## config.mk

```make
export PLATFORM = sky130hd
export DESIGN_NAME = smbus_sema_arbiter
export DESIGN_NICKNAME = d
export VERILOG_FILES = /design/src/rtl/smbus_sema_pkg.sv /design/src/rtl/sema_reg_decode.sv /design/src/rtl/sema_own_fsm.sv /design/src/rtl/sema_mailbox.sv /design/src/rtl/smbus_sema_arbiter.sv
export SDC_FILE = /design/constraint.sdc
export NUM_CORES = 1
export LEC_CHECK = 0
export BUFFER_PORTS_ARGS = -buffer_cell sky130_fd_sc_hd__buf_4
export CAP_MARGIN = 20
export CELL_PAD_IN_SITES_DETAIL_PLACEMENT = 2
export CELL_PAD_IN_SITES_GLOBAL_PLACEMENT = 2
export CORE_AREA = 3 3 60 117
export CTS_CLUSTER_DIAMETER = 120
export DETAILED_ROUTE_END_ITERATION = 6
export DIE_AREA = 0 0 63 120
export PLACE_DENSITY = 0.71
export SLEW_MARGIN = 5
export SYNTH_ARGS = -nofsm -noshare
export SYNTH_HDL_FRONTEND = slang
export SYNTH_SLANG_ARGS = --single-unit
export TNS_END_PERCENT = 5
```

## constraint.sdc

```tcl
create_clock -name clk -period 2.5 [get_ports clk]
set_clock_uncertainty 0.1 [all_clocks]
set_input_delay 0.125 -clock clk [delete_from_list [all_inputs] [get_ports clk]]
set_output_delay 0.125 -clock clk [all_outputs]
set_load 0.05 [all_outputs]
```

## src/rtl/smbus_sema_pkg.sv

```systemverilog
package smbus_sema_pkg;

    typedef enum logic [1:0] {
        OWN_FREE = 2'd0,
        OWN_HOST = 2'd1,
        OWN_MCU  = 2'd2
    } own_e;

    // bit positions inside the control register
    localparam int unsigned REQ_BIT = 4;
    localparam int unsigned REL_BIT = 5;

    // mailbox slot indexes
    localparam logic [7:0] SLOT_CMD  = 8'h80;
    localparam logic [7:0] SLOT_RESP = 8'h82;
    localparam logic [7:0] SLOT_FLAG = 8'h83;

    // mailbox code values
    localparam logic [7:0] CODE_CMD_PAUSE = 8'h96;
    localparam logic [7:0] CODE_DONE      = 8'hFA;
    localparam logic [7:0] CODE_ENTER     = 8'hB4;
    localparam logic [7:0] CODE_LEAVE     = 8'hB5;

endpackage

```

## src/rtl/sema_reg_decode.sv

```systemverilog
module sema_reg_decode #(
    parameter int unsigned ADDR_W   = 4,
    parameter int unsigned CTRL_ADR = 8,
    parameter int unsigned MBX_ADR  = 14
) (
    input  logic              reg_wr,
    input  logic [ADDR_W-1:0] reg_addr,
    input  logic [7:0]        reg_wdata,
    input  logic              host_own,
    input  logic [7:0]        mbx_index,
    input  logic [7:0]        mbx_slot_data,
    output logic              req_wr,
    output logic              rel_wr,
    output logic              idx_wr,
    output logic              dat_wr,
    output logic [7:0]        reg_rdata
);
    import smbus_sema_pkg::*;

    localparam logic [ADDR_W-1:0] A_CTRL = ADDR_W'(CTRL_ADR);
    localparam logic [ADDR_W-1:0] A_IDX  = ADDR_W'(MBX_ADR);
    localparam logic [ADDR_W-1:0] A_DAT  = ADDR_W'(MBX_ADR + 1);

    logic hit_ctrl, hit_idx, hit_dat;

    always_comb begin
        hit_ctrl = (reg_addr == A_CTRL);
        hit_idx  = (reg_addr == A_IDX);
        hit_dat  = (reg_addr == A_DAT);

        req_wr = reg_wr && hit_ctrl && reg_wdata[REQ_BIT];
        rel_wr = reg_wr && hit_ctrl && reg_wdata[REL_BIT];
        idx_wr = reg_wr && hit_idx;
        dat_wr = reg_wr && hit_dat;

        reg_rdata = 8'h00;
        if (hit_ctrl) begin
            reg_rdata[REQ_BIT] = host_own;
        end else if (hit_idx) begin
            reg_rdata = mbx_index;
        end else if (hit_dat) begin
            reg_rdata = mbx_slot_data;
        end
    end

endmodule

```

## src/rtl/sema_own_fsm.sv

```systemverilog
module sema_own_fsm (
    input  logic clk,
    input  logic rst_n,
    input  logic req_wr,
    input  logic rel_wr,
    input  logic mcu_req,
    input  logic mcu_idle,
    input  logic paused,
    output logic host_own,
    output logic mcu_gnt
);
    import smbus_sema_pkg::*;

    typedef struct packed {
        own_e owner;
        logic pend;
    } own_state_t;

    own_state_t st_d, st_q;
    logic       want_host;

    always_comb begin
        st_d      = st_q;
        want_host = st_q.pend || req_wr;
        unique case (st_q.owner)
            OWN_FREE: begin
                st_d.pend = 1'b0;
                if (req_wr) begin
                    st_d.owner = OWN_HOST;
                end else if (mcu_req && !paused) begin
                    st_d.owner = OWN_MCU;
                end
            end
            OWN_HOST: begin
                st_d.pend = 1'b0;
                if (rel_wr) begin
                    st_d.owner = OWN_FREE;
                end
            end
            OWN_MCU: begin
                if (want_host && (mcu_idle || !mcu_req)) begin
                    st_d.owner = OWN_HOST;
                    st_d.pend  = 1'b0;
                end else if (!mcu_req) begin
                    st_d.owner = OWN_FREE;
                    st_d.pend  = 1'b0;
                end else begin
                    st_d.pend  = want_host;
                end
            end
            default: begin
                st_d.owner = OWN_FREE;
                st_d.pend  = 1'b0;
            end
        endcase
    end

    always_ff @(posedge clk or negedge rst_n) begin
        if (!rst_n) begin
            st_q <= '{owner: OWN_FREE, pend: 1'b0};
        end else begin
            st_q <= st_d;
        end
    end

    assign host_own = (st_q.owner == OWN_HOST);
    assign mcu_gnt  = (st_q.owner == OWN_MCU);

    assert_req_free_R2: assert property (@(posedge clk) disable iff (!rst_n)
        (st_q.owner == OWN_FREE && req_wr) |=> host_own);

    assert_wait_busy_R3: assert property (@(posedge clk) disable iff (!rst_n)
        (mcu_gnt && mcu_req && !mcu_idle) |=> !host_own);

    assert_release_R4: assert property (@(posedge clk) disable iff (!rst_n)
        (host_own && rel_wr) |=> (!host_own && !mcu_gnt));

    assert_mcu_drop_R6: assert property (@(posedge clk) disable iff (!rst_n)
        (mcu_gnt && !mcu_req) |=> !mcu_gnt);

    assert_host_wins_R7: assert property (@(posedge clk) disable iff (!rst_n)
        (!host_own && !mcu_gnt && req_wr && mcu_req) |=> !mcu_gnt);

    assert_pause_block_R12: assert property (@(posedge clk) disable iff (!rst_n)
        (!mcu_gnt && paused) |=> !mcu_gnt);

endmodule

```

## src/rtl/sema_mailbox.sv

```systemverilog
module sema_mailbox #(
    parameter int unsigned RESP_LAT = 4
) (
    input  logic       clk,
    input  logic       rst_n,
    input  logic       idx_wr,
    input  logic       dat_wr,
    input  logic [7:0] wdata,
    output logic [7:0] index,
    output logic [7:0] slot_data,
    output logic       paused
);
    import smbus_sema_pkg::*;

    localparam int unsigned CNT_W = $clog2(RESP_LAT + 1);
    localparam logic [CNT_W-1:0] CNT_LOAD = CNT_W'(RESP_LAT);
    localparam logic [CNT_W-1:0] CNT_ONE  = CNT_W'(1);

    typedef struct packed {
        logic [7:0]       idx;
        logic [7:0]       cmd;
        logic [7:0]       flag;
        logic [7:0]       resp;
        logic [CNT_W-1:0] cnt;
        logic             paused;
    } mbx_state_t;

    mbx_state_t mb_d, mb_q;
    logic       finish;

    always_comb begin
        mb_d   = mb_q;
        finish = (mb_q.cnt == CNT_ONE);

        if (mb_q.cnt != '0) begin
            mb_d.cnt = mb_q.cnt - CNT_ONE;
        end

        if (idx_wr) begin
            mb_d.idx = wdata;
        end

        if (dat_wr) begin
            unique case (mb_q.idx)
                SLOT_RESP: mb_d.resp = wdata;
                SLOT_FLAG: mb_d.flag = wdata;
                SLOT_CMD: begin
                    mb_d.cmd = wdata;
                    if (wdata == CODE_CMD_PAUSE) begin
                        mb_d.cnt = CNT_LOAD;
                    end
                end
                default: ;
            endcase
        end

        if (finish) begin
            mb_d.resp = CODE_DONE;
            if (mb_q.flag == CODE_ENTER) begin
                mb_d.paused = 1'b1;
            end else if (mb_q.flag == CODE_LEAVE) begin
                mb_d.paused = 1'b0;
            end
        end
    end

    always_ff @(posedge clk or negedge rst_n) begin
        if (!rst_n) begin
            mb_q <= '0;
        end else begin
            mb_q <= mb_d;
        end
    end

    always_comb begin
        unique case (mb_q.idx)
            SLOT_CMD:  slot_data = mb_q.cmd;
            SLOT_RESP: slot_data = mb_q.resp;
            SLOT_FLAG: slot_data = mb_q.flag;
            default:   slot_data = 8'h00;
        endcase
    end

    assign index  = mb_q.idx;
    assign paused = mb_q.paused;

    assert_done_code_R9: assert property (@(posedge clk) disable iff (!rst_n)
        (mb_q.cnt == CNT_ONE) |=> (mb_q.resp == CODE_DONE));

    assert_no_spurious_resp_R11: assert property (@(posedge clk) disable iff (!rst_n)
        (!(dat_wr && mb_q.idx == SLOT_RESP) && mb_q.cnt != CNT_ONE) |=> $stable(mb_q.resp));

    assert_pause_only_at_done_R10: assert property (@(posedge clk) disable iff (!rst_n)
        (mb_q.cnt != CNT_ONE) |=> $stable(mb_q.paused));

endmodule

```

## src/rtl/smbus_sema_arbiter.sv

```systemverilog
module smbus_sema_arbiter #(
    parameter int unsigned ADDR_W   = 4,
    parameter int unsigned CTRL_ADR = 8,
    parameter int unsigned MBX_ADR  = 14,
    parameter int unsigned RESP_LAT = 4
) (
    input  logic              clk,
    input  logic              rst_n,
    input  logic              reg_wr,
    input  logic [ADDR_W-1:0] reg_addr,
    input  logic [7:0]        reg_wdata,
    output logic [7:0]        reg_rdata,
    input  logic              mcu_req,
    input  logic              mcu_idle,
    output logic              mcu_gnt,
    output logic              mcu_pause
);

    logic       req_wr, rel_wr, idx_wr, dat_wr;
    logic       host_own;
    logic [7:0] mbx_index, mbx_slot_data;

    sema_reg_decode #(
        .ADDR_W  (ADDR_W),
        .CTRL_ADR(CTRL_ADR),
        .MBX_ADR (MBX_ADR)
    ) u_decode (
        .reg_wr       (reg_wr),
        .reg_addr     (reg_addr),
        .reg_wdata    (reg_wdata),
        .host_own     (host_own),
        .mbx_index    (mbx_index),
        .mbx_slot_data(mbx_slot_data),
        .req_wr       (req_wr),
        .rel_wr       (rel_wr),
        .idx_wr       (idx_wr),
        .dat_wr       (dat_wr),
        .reg_rdata    (reg_rdata)
    );

    sema_own_fsm u_own (
        .clk     (clk),
        .rst_n   (rst_n),
        .req_wr  (req_wr),
        .rel_wr  (rel_wr),
        .mcu_req (mcu_req),
        .mcu_idle(mcu_idle),
        .paused  (mcu_pause),
        .host_own(host_own),
        .mcu_gnt (mcu_gnt)
    );

    sema_mailbox #(
        .RESP_LAT(RESP_LAT)
    ) u_mbx (
        .clk      (clk),
        .rst_n    (rst_n),
        .idx_wr   (idx_wr),
        .dat_wr   (dat_wr),
        .wdata    (reg_wdata),
        .index    (mbx_index),
        .slot_data(mbx_slot_data),
        .paused   (mcu_pause)
    );

    assert_never_both_R5: assert property (@(posedge clk) disable iff (!rst_n)
        !(host_own && mcu_gnt));

endmodule

```

Word-level counts from Yosys, hierarchy flattened
Index checks and enable logic that the tools add are counted.
- mux-type cells: 21
- reductions and logical operators: 21
- equal/unequal tests: 15
- add/sub/neg operators: 1
- operators with widths (operator ; number):
    equality test 8 bit, second input constant ; 6
    two-way mux 8 bit ; 4
    case mux 8 bit (3 select lines) ; 1
    two-way mux 3 bit ; 5
    equality test 4 bit, second input constant ; 3
    two-way mux 11 bit ; 1
    case mux 3 bit (3 select lines) ; 1
    two-way mux 2 bit ; 4
    AND reduction 2 bit ; 4
    logical AND 1 bit ; 7
    nonzero test 2 bit ; 3
    two-way mux 1 bit ; 4
    two-way mux 4 bit ; 1
    equality test 3 x 1 -> 1 bit, second input constant ; 1
    != test 3 x 1 -> 1 bit, second input constant ; 1
    != test 3 x 2 -> 1 bit, second input constant ; 1
    AND reduction 3 bit ; 1
    nonzero test 3 bit ; 1
    subtractor 3 x 1 -> 3 bit, second input constant ; 1
    equality test 2 x 1 -> 1 bit, second input constant ; 1
    equality test 2 bit, second input constant ; 1
    logical NOT 1 bit ; 2
    logical NOT 2 bit ; 1
    logical OR 1 bit ; 2
    != test 2 bit, second input constant ; 1
- bits in registers: 39
- output and inout port bits: 10
- input bits: 17

Logic depth before layout (Yosys ltp)
- word-level depth: 7
- depth in mapped cells: 6
- mapped depth without buffers: 6

Hierarchy
Synthesis repeated with hierarchy kept, for this count alone.
- cells, all modules: 192
- area, all modules: 2217.1 um2
- modules (own cells, without submodules) (module ; instances ; area an instance (um2) ; sequential area each (um2) ; cells an instance):
    sema_mailbox ; 1 ; 1851.8 ; 900.9 ; 152
    sema_reg_decode ; 1 ; 203.9 ; 0.0 ; 26
    sema_own_fsm ; 1 ; 161.4 ; 75.1 ; 14

Worst setup path before layout
OpenSTA, ideal clock, no wires.
- kind: flip-flop to output port
- from: reg u_mbx.mb_q (netlist bit u_mbx.index[5])
- to: out reg_rdata[4]
- arrival time: 2.182 ns
- data required time: 2.275 ns
- buffers on the path: 0
- slack: 0.093 ns
- stages on the path, launching flop included: 5
- cells stage by stage: dfrtp_1 -> or4b_4 -> nor4b_4 -> a32oi_1 -> a21oi_1
- longest elaborated chain between the ends: 5
- elaborated cells between the ends (all ways): 7
- those cells by class: 3 x eq/ne; 4 x mux
- ends and longest elaborated chain (element ; RTL line ; source):
    from (decl) ; sema_mailbox.sv:28 ; mbx_state_t mb_d, mb_q;
    from (signal assigned) ; sema_mailbox.sv:71 ; mb_q <= mb_d;
    equality test 8 bit ; sema_mailbox.sv:76 ; unique case (mb_q.idx)
    case mux 8 bit (3 select lines) * ; sema_mailbox.sv:76 ;
    two-way mux 8 bit * ; sema_reg_decode.sv:41 ; end else if (hit_dat) begin
    two-way mux 8 bit * ; sema_reg_decode.sv:39 ; end else if (hit_idx) begin
    two-way mux 1 bit * ; sema_reg_decode.sv:37 ; if (hit_ctrl) begin
    to (decl) ; smbus_sema_arbiter.sv:12 ; output logic [7:0] reg_rdata,
Every way passes the cells marked *; elsewhere a longest branch is shown, timed or not.

Final worst setup path
Ends and elaborated chain as after synthesis.

==> results.cfg <==
[routing]
drt_first_pass_iters = 3
wire_per_inst_um = 20.9
vias = 1639
vias_per_cell = 5.32
ant_nets = 0
drcViolationCount = 0
wirelength_um = 6430
drt_iter0_drc = 22

[logic_synthesis]
synth_area_sq_mm = 0.00206
yosysUniqueCellTypes = 41
yosysSeqAreaShare = 0.473
synthArstFlopShare = 1.00
yosysMostFrequentCell = dfrtp_1
synth_seq_cells = 39
yosysWarnings = 0
synth_top_area_frac = 0.473
synth_cells = 185
synth_common_cells = dfrtp_1 (39), nand3_1 (17), o21ai_0 (17), mux2_2 (16), nand2_1 (10)
synth_top_cell_by_area = dfrtp_1
synth_edf_count = 0
syn_avg_cell_area_sq_um = 11.2
synthTopCellsByArea = dfrtp_1 (47%), mux2_2 (8.7%), mux2_4 (5.8%), mux2i_1 (4.4%), nand3_1 (4.1%)
synth-main-ff-cell = dfrtp_1
syn_nets = 205

[grt]
track_usage = 0.186
grt_max_degree = 40
gr-total-overflow = 0
grt_pass1_wl_um = 10600
first_global_vias = 1907
antenna_found_initial = 0

[cts]
htree_levels = 2
post-cts-setup-buffer-count = 0
clk_pin_slew_worst_paths_ps = 60
clock_latency_ps = 290
cts_buffers = 5
cts_tree = yes
clockRootBuffer = clkbuf_16
clock_path_buffers = 2
clock_sinks = 39

[worst_hold_path]
worstHoldPathType = input port to flip-flop
hp-start = reg_wdata[1]

[power]
switching_power_uw = 586
combPwrFrac = 0.230
vdd_drop_max_uv = 462
power_mw = 1.96
p_leak_nw = 1.15
p_seq_frac = 0.393
p_int_mw = 1.37
p_sw_frac = 0.299
clkPwrFrac = 0.377
power.density_mw_per_mm2 = 758

[sta]
fin_setup_tns_ps = 0
worst_pin_slew_ps = 534
setup_viol = 0
maxSlewViolCount = 0
fin_crit_ps = 2380
hold_ws_ps = 22.4
max_freq_mhz = 420
rsz0062_at_grt = no
relSlewSlack = 0.639
timing.final.crit_share = 0.953
finalHoldViolCount = 0
setup_slack_ps = 116

[status]
status = complete, no violations

[worst_setup_path]
rr_startpoint = u_mbx.index[5]
cp-endpoint = reg_rdata[4]
cp-start-kind = flip-flop
cp-end-kind = output pin
reg2reg_depth = 4
crit_chain = or4b_4 -> nor4b_4 -> buf_4 -> a32oi_1 -> a21oi_1 -> buf_4
critPathArrivalTime_ps = 2160
cpPeakStageDelay_ps = 580
crit_required_ps = 2280
path_common_cell = buf_4
startpoint = u_mbx.index[5]
slowest_stage = or4b_4
reg2reg_to = u_mbx.mb_q[27]
critPathMaxFanout = 8
r2r_slack_ps = 150
critPathKind = flip-flop to output pin

[finish]
final-instance-count-excl-fill = 308
n_antenna_cell = 0
layout-drive-gt1-share = 0.320
syn2layout_area_growth_pct = 25.2
nNetsFinal = 241
fin_area_sq_mm = 0.00258
final_util = 0.409

[floorplanning]
die_x_um = 63
core_area_sq_mm = 0.00631
num_io_pins = 27
start_util = 0.327
core.rowCount = 41
die_area_sq_mm = 0.00756
die_h_um = 120

[placement]
dp_hpwl_um = 4890
io_buffers = 26
dp.cells = 299
pre_cts_slack_ps = 37.3
placed_cell_area_sq_mm = 0.00240
place.gp.congestion = 0.829

[job]
drv_cap = 0
## cell families (layout without fill, tap and decap cells)
logic type / count (synthesis) / in the layout / synth area share
simple gates: 62 / 62 / 0.183
flops: 39 / 39 / 0.473
compound gates: 35 / 35 / 0.107
mux: 33 / 33 / 0.189
buf+inv: 12 / 49 / 0.0261
fa+ha+maj: 3 / 3 / 0.0182
xor+xnor: 1 / 1 / 0.00424
## how the worst min path moves through the flow
stage                      to  slack [ps]  cells after the start
2_1_floorplan  u_mbx.index[0]        -270                      0
3_3_place_gp   u_mbx.mb_q[17]          40                      1
3_5_place_dp   u_mbx.mb_q[17]          40                      1
4_1_cts        u_mbx.mb_q[21]          20                      2
5_1_grt        u_mbx.mb_q[21]          10                      2
6_report       u_mbx.mb_q[21]          20                      2
## flip-flops by register name, indices dropped and copies added (netlist names)
| signal | flops |
|---|---|
| u_mbx.mb_q | 27 |
| u_mbx.index | 8 |
| u_own.st_q | 3 |
| u_mbx.paused | 1 |
## critical path, delay by kind of cell, from the launching register on
| kind | cells | cell delay (ps) |
|---|---|---|
| AO/OA/AOI/OAI | 2 | 190 |
| AND/OR/NAND/NOR | 2 | 840 |
| flip-flops | 1 | 390 |
| buffers and inverters | 2 | 440 |
## layout make-up
type,count,area [sq um]
Tap cell,86,108
Clock buffer,5,125
Multi-Input combinational cell,134,1040
Fill cell,696,3730
Sequential cell,39,976
Clock inverter,3,43.8
Timing Repair Buffer,36,273
Inverter,5,18.8
## power by group through the flow
stage | combinational (mW) | clock (mW) | sequential, mW
floorplan | 0.307 | 0 | 0.759
global route | 0.505 | 0.788 | 0.780
finish | 0.450 | 0.739 | 0.770
detailed placement | 0.456 | 0 | 0.781
CTS | 0.461 | 0.757 | 0.770
global placement | 0.447 | 0 | 0.776
## metal layers
metal	vias to the layer above	part of all wire	track usage
met5	-	0	0
met4	0	0.023	0.0678
met3	9	0.023	0.0384
met2	23	0.60	0.365
met1	857	0.36	0.183
li1	750	-	-
## cell usage in the layout (no fill, tap or decap), drive strengths merged, types with 4 or more instances in the layout
cell    count
a21oi       5
a22o        7
buf        35
clkbuf      5
dfrtp      39
inv         5
mux2       24
mux2i       9
nand2      10
nand2b      4
nand3      17
nor2        6
nor2b       4
o21ai      17
## repair_timing
action	4_1_cts	5_1_grt
resized for setup	0	1
hold endpoints to repair	39	0
hold buffers	1	0
endpoints found under the setup margin	0	8
Power figures use the tool's default switching activity.
